### src/rtl/she_staircase.sv
module she_staircase #(
  parameter int PW = 16,
  parameter int NC = 4,
  parameter logic [NC*PW-1:0] ANG_INIT = {16'd11250, 16'd7409, 16'd4023, 16'd1820},
  localparam int LW = $clog2(NC + 1) + 1,
  localparam int IW = $clog2(NC)
) (
  input  logic                 clk,
  input  logic                 rst_n,
  input  logic [PW-1:0]        freq_word,
  input  logic                 cfg_we,
  input  logic [IW-1:0]        cfg_idx,
  input  logic [PW-1:0]        cfg_angle,
  output logic                 cfg_reject,
  output logic signed [LW-1:0] level,
  output logic [NC-1:0]        cell_pos,
  output logic [NC-1:0]        cell_neg
);
  localparam int QTR = 1 << (PW - 2);

  logic [PW-1:0] phase, phase_nxt;
  logic          wrap;
  logic [PW-1:0] act [NC];
  logic [PW-1:0] sh  [NC];

  assign {wrap, phase_nxt} = {1'b0, phase} + {1'b0, freq_word};

  wire [PW-3:0] qoff = phase[PW-3:0];
  wire [PW-2:0] fold = phase[PW-2] ? (PW-1)'(QTR) - {1'b0, qoff} : {1'b0, qoff};

  logic [LW-1:0] cnt;
  always_comb begin
    cnt = '0;
    for (int i = 0; i < NC; i++)
      if ({1'b0, fold} >= act[i]) cnt = cnt + 1'b1;
  end

  logic signed [LW-1:0] target;
  assign target = phase[PW-1] ? -$signed(cnt) : $signed(cnt);

  logic [PW:0] lo, hi;
  always_comb begin
    lo = (cfg_idx == '0) ? '0 : {1'b0, sh[cfg_idx - 1'b1]};
    hi = (int'(cfg_idx) == NC - 1) ? (PW+1)'(QTR + 1) : {1'b0, sh[cfg_idx + 1'b1]};
  end
  wire ok = ({1'b0, cfg_angle} > lo) && ({1'b0, cfg_angle} < hi);

  always_ff @(posedge clk) begin
    if (!rst_n) begin
      phase      <= '0;
      level      <= '0;
      cfg_reject <= 1'b0;
      for (int i = 0; i < NC; i++) begin
        act[i] <= ANG_INIT[i*PW +: PW];
        sh[i]  <= ANG_INIT[i*PW +: PW];
      end
    end else begin
      phase      <= phase_nxt;
      cfg_reject <= cfg_we && !ok;
      if (target > level)      level <= level + $signed(LW'(1));
      else if (target < level) level <= level - $signed(LW'(1));
      if (wrap) act <= sh;
      if (cfg_we && ok) sh[cfg_idx] <= cfg_angle;
    end
  end

  logic [NC*PW-1:0] act_flat;
  for (genvar k = 0; k < NC; k++) begin : g_cell
    assign cell_pos[k] = int'(level) > k;
    assign cell_neg[k] = int'(level) < -k;
    assign act_flat[k*PW +: PW] = act[k];
  end
endmodule


### config.mk
export PLATFORM = sky130hd
export DESIGN_NAME = she_staircase
export DESIGN_NICKNAME = d
export VERILOG_FILES = /design/src/rtl/she_staircase.sv
export SDC_FILE = /design/constraint.sdc
export NUM_CORES = 1
export LEC_CHECK = 0
export BUFFER_PORTS_ARGS = -buffer_cell sky130_fd_sc_hd__buf_2
export CAP_MARGIN = 25
export CELL_PAD_IN_SITES_DETAIL_PLACEMENT = 1
export CELL_PAD_IN_SITES_GLOBAL_PLACEMENT = 1
export CORE_ASPECT_RATIO = 0.9
export CORE_MARGIN = 2
export CORE_UTILIZATION = 49
export CTS_CLUSTER_DIAMETER = 100
export DETAILED_ROUTE_END_ITERATION = 16
export GPL_TIMING_DRIVEN = 0
export MAX_ROUTING_LAYER = met4
export PLACE_DENSITY_LB_ADDON = 0.1
export SYNTH_ARGS = -nofsm -noshare
export SYNTH_HDL_FRONTEND = slang
export SYNTH_SLANG_ARGS = --single-unit
### constraint.sdc
create_clock -name clk -period 6.3 [get_ports clk]
set_input_delay 1.575 -clock clk [delete_from_list [all_inputs] [get_ports clk]]
set_output_delay 1.575 -clock clk [all_outputs]
set_load 0.05 [all_outputs]
# Word-level counts from Yosys, hierarchy flattened
# Cells that the tools add are included.
dict set report word_totals {
  inputBits 37
  reg_bits 149
  elab_cells 71
}
dict set report op_classes {
  reduce_logical 7
  n_addsub 10
  n_eq_ne 1
  muxes 19
  bitwise 3
  n_lt_le_gt_ge 20
}
# op n
set ops {}
lappend ops {{$mux 16} 7}
lappend ops {{$bmux 16 s2} 2}
lappend ops {{$bwmux 64} 1}
lappend ops {{$ge 15x16->1} 4}
lappend ops {{$demux 16 s2} 1}
lappend ops {{$mux 4} 6}
lappend ops {{$add 16x16->17} 1}
lappend ops {{$gt 16x16->1} 1}
lappend ops {{$lt 16x16->1} 1}
lappend ops {{$mux 15} 1}
lappend ops {{$sub 15x14->15 const A} 1}
lappend ops {{$add 4x1->4 const B} 3}
lappend ops {{$ge 3x3->1 const B} 3}
lappend ops {{$not 2->3} 3}
lappend ops {{$gt 4x3->1 const B} 2}
lappend ops {{$lt 4x1->1 const B} 2}
lappend ops {{$add 4x2->4 const B} 1}
lappend ops {{$gt 4x1->1 const B} 1}
lappend ops {{$gt 4x2->1 const B} 1}
lappend ops {{$gt 4x4->1} 1}
lappend ops {{$logic_and 1x1->1} 4}
lappend ops {{$lt 4x2->1 const B} 1}
lappend ops {{$lt 4x3->1 const B} 1}
lappend ops {{$lt 4x4->1} 1}
lappend ops {{other kinds (10)} 10}

# Logic depth before layout (Yosys ltp)
dict set report depth {
  ltp_word 15
  mapped_depth 29
  ltp_nobuf 29
}

# Worst setup path before layout
# No wires, ideal clock.
dict set report synth_path {
  path_kind {input -> register}
  start {input port cfg_idx[0]}
  end {register sh[11] (netlist bit)}
  setup_ns 0.123
  path_stages 18
  path_slack_ns 0.458
  required_ns 6.177
  arrival_time_ns 5.719
  path_cell_list {buf_2 > buf_1 > inv_1 > ha_1 > buf_6 > clkbuf_1 > clkbuf_1 > mux4_2 > nand2b_1 > ha_1 > a21o_1 > a21o_1 > a211oi_2 > o221ai_1 > a211oi_4 > nand3_4 > buf_12 > mux2i_1}
}
dict set report synth_between {
  elab_chain_cells 9
  elab_cells_between_ends 25
}
# item line_no
set synth_lines {}
lappend synth_lines {{start, declared} 12} ;# input logic [IW-1:0] cfg_idx,
lappend synth_lines {{$sub 2x1->2 / $add 2x1->2 (equally long branches)} {43, 44}}
lappend synth_lines {{$not 2->3, on equally long branches} {43, 44}}
lappend synth_lines {{$bmux 16 s2, on equally long branches} {43, 44}}
lappend synth_lines {{$mux 16, on equally long branches (3 in series)} {43, 44}}
lappend synth_lines {{$gt 16x16->1 / $lt 16x16->1 (equally long branches)} 46} ;# wire ok = ({1'b0, cfg_angle} > lo) && ({1'b0, cfg_angle} < hi);
lappend synth_lines {{$logic_and 1x1->1} 46}
lappend synth_lines {{$logic_and 1x1->1} 63} ;# if (cfg_we && ok) sh[cfg_idx] <= cfg_angle;
lappend synth_lines {{end signal, assigned by index} 55} ;# sh[i] <= ANG_INIT[i*PW +: PW];
lappend synth_lines {{end signal, assigned by index} 63}
lappend synth_lines {{end, declared} 24} ;# logic [PW-1:0] sh [NC];
# Several ways; a longest one is shown, not always the timed one. The select of a mux whose other input is x is not followed.
# A chain may end at the register's enable or synchronous reset.

# Worst setup path in the final report
dict set report layout_path {
  start {register phase[0]}
  end {register level[3]}
}
dict set report layout_between {
  elab_chain_cells 14
  elab_cells_between_ends 19
}
# item line_no
set layout_lines {}
lappend layout_lines {{start, declared} 21} ;# logic [PW-1:0] phase, phase_nxt;
lappend layout_lines {{start signal, assigned} 58} ;# phase <= phase_nxt;
lappend layout_lines {{$sub 15x14->15} 29} ;# wire [PW-2:0] fold = phase[PW-2] ? (PW-1)'(QTR) - {1'b0, qoff} : {1'b0, qoff};
lappend layout_lines {{$mux 15 *} 29}
lappend layout_lines {{$ge 15x16->1} 35} ;# if ({1'b0, fold} >= act[i]) cnt = cnt + 1'b1;
lappend layout_lines {{$mux 1} 35}
lappend layout_lines {{$add 4x1->4} 35}
lappend layout_lines {{$mux 4} 35}
lappend layout_lines {{$add 4x1->4} 35}
lappend layout_lines {{$mux 4} 35}
lappend layout_lines {{$add 4x1->4} 35}
lappend layout_lines {{$mux 4 *} 35}
lappend layout_lines {{$neg 4->4} 39} ;# assign target = phase[PW-1] ? -$signed(cnt) : $signed(cnt);
lappend layout_lines {{$mux 4 *} 39}
lappend layout_lines {{$gt 4x4->1 / $lt 4x4->1 (equally long branches)} {60, 61}}
lappend layout_lines {{$mux 4 / $reduce_bool 2->1 (equally long branches)} -}
lappend layout_lines {{end signal, assigned} 60} ;# if (target > level) level <= level + $signed(LW'(1));
lappend layout_lines {{end signal, assigned} 61} ;# else if (target < level) level <= level - $signed(LW'(1));
lappend layout_lines {{end, declared} 15} ;# output logic signed [LW-1:0] level,
# Mark *: on every way between the ends. The rest lies on a longest branch, timed or not.

==> flow_summary.json <==
{
  "setup.worst_path.start_class": "flip-flop",
  "cap_violations": 0,
  "syn2layout_area_growth_pct": 14.5,
  "nFillCells": 2283,
  "worst_path_most_repeated_cell": "ha_1",
  "synth-seq-area-share_pct": 30.5,
  "clkTransAtPathRegs_ns": 0.07,
  "rsz0062_at_grt": "true",
  "placed_cell_area_mm2": 0.0103,
  "fin_crit_sh_pct": 96.5,
  "gr-total-overflow": 0,
  "synth_area_leaders": "dfxtp_1 30%, ha_1 16%, mux2i_1 13%, mux4_2 7.1%, nor2_1 4.7%",
  "drtAntennaViolNets": 0,
  "min_period_ns": 6.08,
  "dieArea_mm2": 0.0211,
  "antenna_cells": 0,
  "fin_worst_skew_ns": 0.0116,
  "hold_start": "act[61]$_SDFFE_PN0P_",
  "synth_area_mm2": 0.00979,
  "final_util_pct": 56.6,
  "worst_hold_path_type": "flip-flop to flip-flop",
  "numPortBuffers": 47,
  "first_iter_violations": 453,
  "async_flop_share_pct": 0,
  "worstPathRequired_ns": 6.58,
  "final_cells": 1388,
  "synth-edff-count": 0,
  "cts_tree": "done",
  "hold_violations": 0,
  "finalNetCount": 1282,
  "die_x_um": 153,
  "syn_nets": 1205,
  "grt_pass1_wl_mm": 45.9,
  "cts.sinks": 149,
  "worst-path-buf-inv": 3,
  "end_kind": "flip-flop",
  "wl_per_cell_um": 21.1,
  "criticalPathCategory": "flip-flop to flip-flop",
  "synth_ff_type": "dfxtp_1",
  "first_pass_iters": 4,
  "crit_slowest_cell": "a2111oi_1",
  "rows": 49,
  "grt_pass1_vias": 8331,
  "yosysTopAreaCell": "dfxtp_1",
  "io_pins": 50,
  "vias": 7963,
  "fin_area_mm2": 0.0112,
  "grt_max_degree": 17,
  "layout-drive-gt1-share_pct": 15.7,
  "synth.most_common_cell": "dfxtp_1",
  "syn_inst": 1043,
  "relSlewSlack_pct": 35.6,
  "hpwl_mm": 22.3,
  "cts_buffers": 17,
  "yosysWarnings": 0,
  "viasPerCell": 5.74,
  "htree_levels": 4,
  "power_density_mw_per_mm2": 441,
  "worstPathArrival_ns": 6.36,
  "ctsRootBufferMaster": "clkbuf_16",
  "crit_family": "compound AO/OA/AOI/OAI gates",
  "r2r_start": "phase[0]$_SDFF_PN0_",
  "max_slew.worst_pin.slew_ns": 0.966,
  "globalplace.congestion": 0.846,
  "place_inst": 1345,
  "netlist_top_cells_count": "149 x dfxtp_1, 131 x mux2i_1, 124 x ha_1, 122 x nor2_1, 101 x nand2_1",
  "p_leak_nw": 5.61,
  "avgSynthCellArea_um2": 9.39,
  "cts.path.max_buffers": 2,
  "max_freq_ghz": 0.164,
  "synth_top_area_share_pct": 30.5,
  "crit_start": "phase[0]$_SDFF_PN0_",
  "ys_types": 60,
  "drc": 0,
  "cp_max_fo": 7,
  "outcome": "finished, final reports clean",
  "ir_drop_mv": 0.333,
  "synth-seq-cells": 149,
  "wl_mm": 29.2,
  "clk_latency_ns": 0.44,
  "initial_core_util_pct": 49.4,
  "cpPeakStageDelay_ns": 0.63,
  "core_mm2": 0.0198,
  "antenna_found_initial": 0,
  "setup_violations": 0,
  "timing.final.max_slew_violations": 0,
  "grt.total_usage_pct": 28.8,
  "dieHeight_um": 138
}
power by group:
group / leakage (nW) / total (mW) / internal, mW / switching [mW]
registers: 1.21 / 1.09 / 1.00 / 0.0883
clock network: 0.275 / 1.02 / 0.556 / 0.464
logic: 4.12 / 2.84 / 1.31 / 1.52
total: 5.61 / 4.95 / 2.87 / 2.08
area by class of cell:
class / instances / area (µm²) / share of cell area, %
clock buffer: 18 / 429 / 3.83
buffer: 41 / 267 / 2.38
timing repair buffer: 60 / 344 / 3.07
tap: 255 / 319 / 2.85
sequential: 149 / 2980 / 26.6
clock inverter: 14 / 140 / 1.25
multi-input combinational: 774 / 6430 / 57.4
inverter: 77 / 289 / 2.58
registers in the layout (all words and copies together), names as in the netlist:
name	cells
phase	16
cfg_reject	1
act	64
level	4
sh	64
repair_timing:
action                     CTS  global route
hold buffers                 0             0
pin swaps                    3            10
buffers inserted             3             9
cloned                       0             0
setup endpoints to repair   69            52
resized for setup           11            30
kinds of logic after synthesis:
| family | synth area share, % |
|---|---|
| simple gates | 15.3 |
| buf+inv | 5.65 |
| xor+xnor | 2.65 |
| flops | 30.5 |
| mux | 20.8 |
| fa+ha+maj | 16.1 |
| compound gates | 9.07 |
path summary, 6_finish.rpt:
| path | to | depth (start not counted) | slack, ns |
|---|---|---|---|
| max | level[3]$_SDFFE_PN0P_ | 28 | 0.22 |
| min | act[61]$_SDFFE_PN0P_ | 2 | 0.46 |
| max reg2reg | level[3]$_SDFFE_PN0P_ | 28 | 0.22 |
| min reg2reg | act[61]$_SDFFE_PN0P_ | 2 | 0.46 |
layer usage:
layer | vias to the layer above | wire [µm] | GRT usage [%]
li1 | 3829 | - | -
met1 | 3957 | 13800 | 37.8
met2 | 138 | 14000 | 46.7
met3 | 39 | 906 | 4.17
met4 | 0 | 514 | 7.70
met5 | - | 0 | -
metrics by stage:
| stage | hold WS (ns) | setup WS [ns] | power, mW | TNS (ns) |
|---|---|---|---|---|
| finish | 0.462 | 0.219 | 4.95 | 0 |
| detailed placement | 0.457 | -1.13 | 3.42 | -67.32 |
| floorplan | 0.438 | 0.458 | 2.88 | 0 |
| global placement | 0.448 | -1.03 | 3.34 | -62.02 |
| global route | 0.491 | -0.121 | 5.33 | -0.258 |
| CTS | 0.466 | 0.00188 | 4.55 | 0 |
layout by cell type, fill, tap and decap left out, drive strengths merged, types with 3 or more instances in the layout:
cell type,synthesis,final
a2111oi,5,5
a211oi,8,8
a21o,18,18
a21oi,35,35
a31oi,8,8
buf,18,77
clkbuf,25,41
clkinv,0,3
dfxtp,149,149
ha,124,124
inv,77,85
mux2i,131,131
mux4,32,32
nand2,101,101
nand2b,40,40
nand3,11,11
nand4,12,12
nor2,122,122
nor2b,9,9
nor3,9,9
nor4,3,3
o21a,7,7
o21ai,31,31
o31ai,7,7
or3,5,5
xnor2,22,22
xor2,5,5
worst register-to-register path, delay by kind of cell (launching register included):
kind	cells	cell delay, ns
xor gates and xnor gates	2	0.38
adders and majority gates	5	1.37
DFF	1	0.32
muxes	2	0.46
and+or+nand+nor	7	0.83
AOI/OAI and AO/OA	9	2.10
buffers and inverters	3	0.47
(Power assumes the default switching activity.)
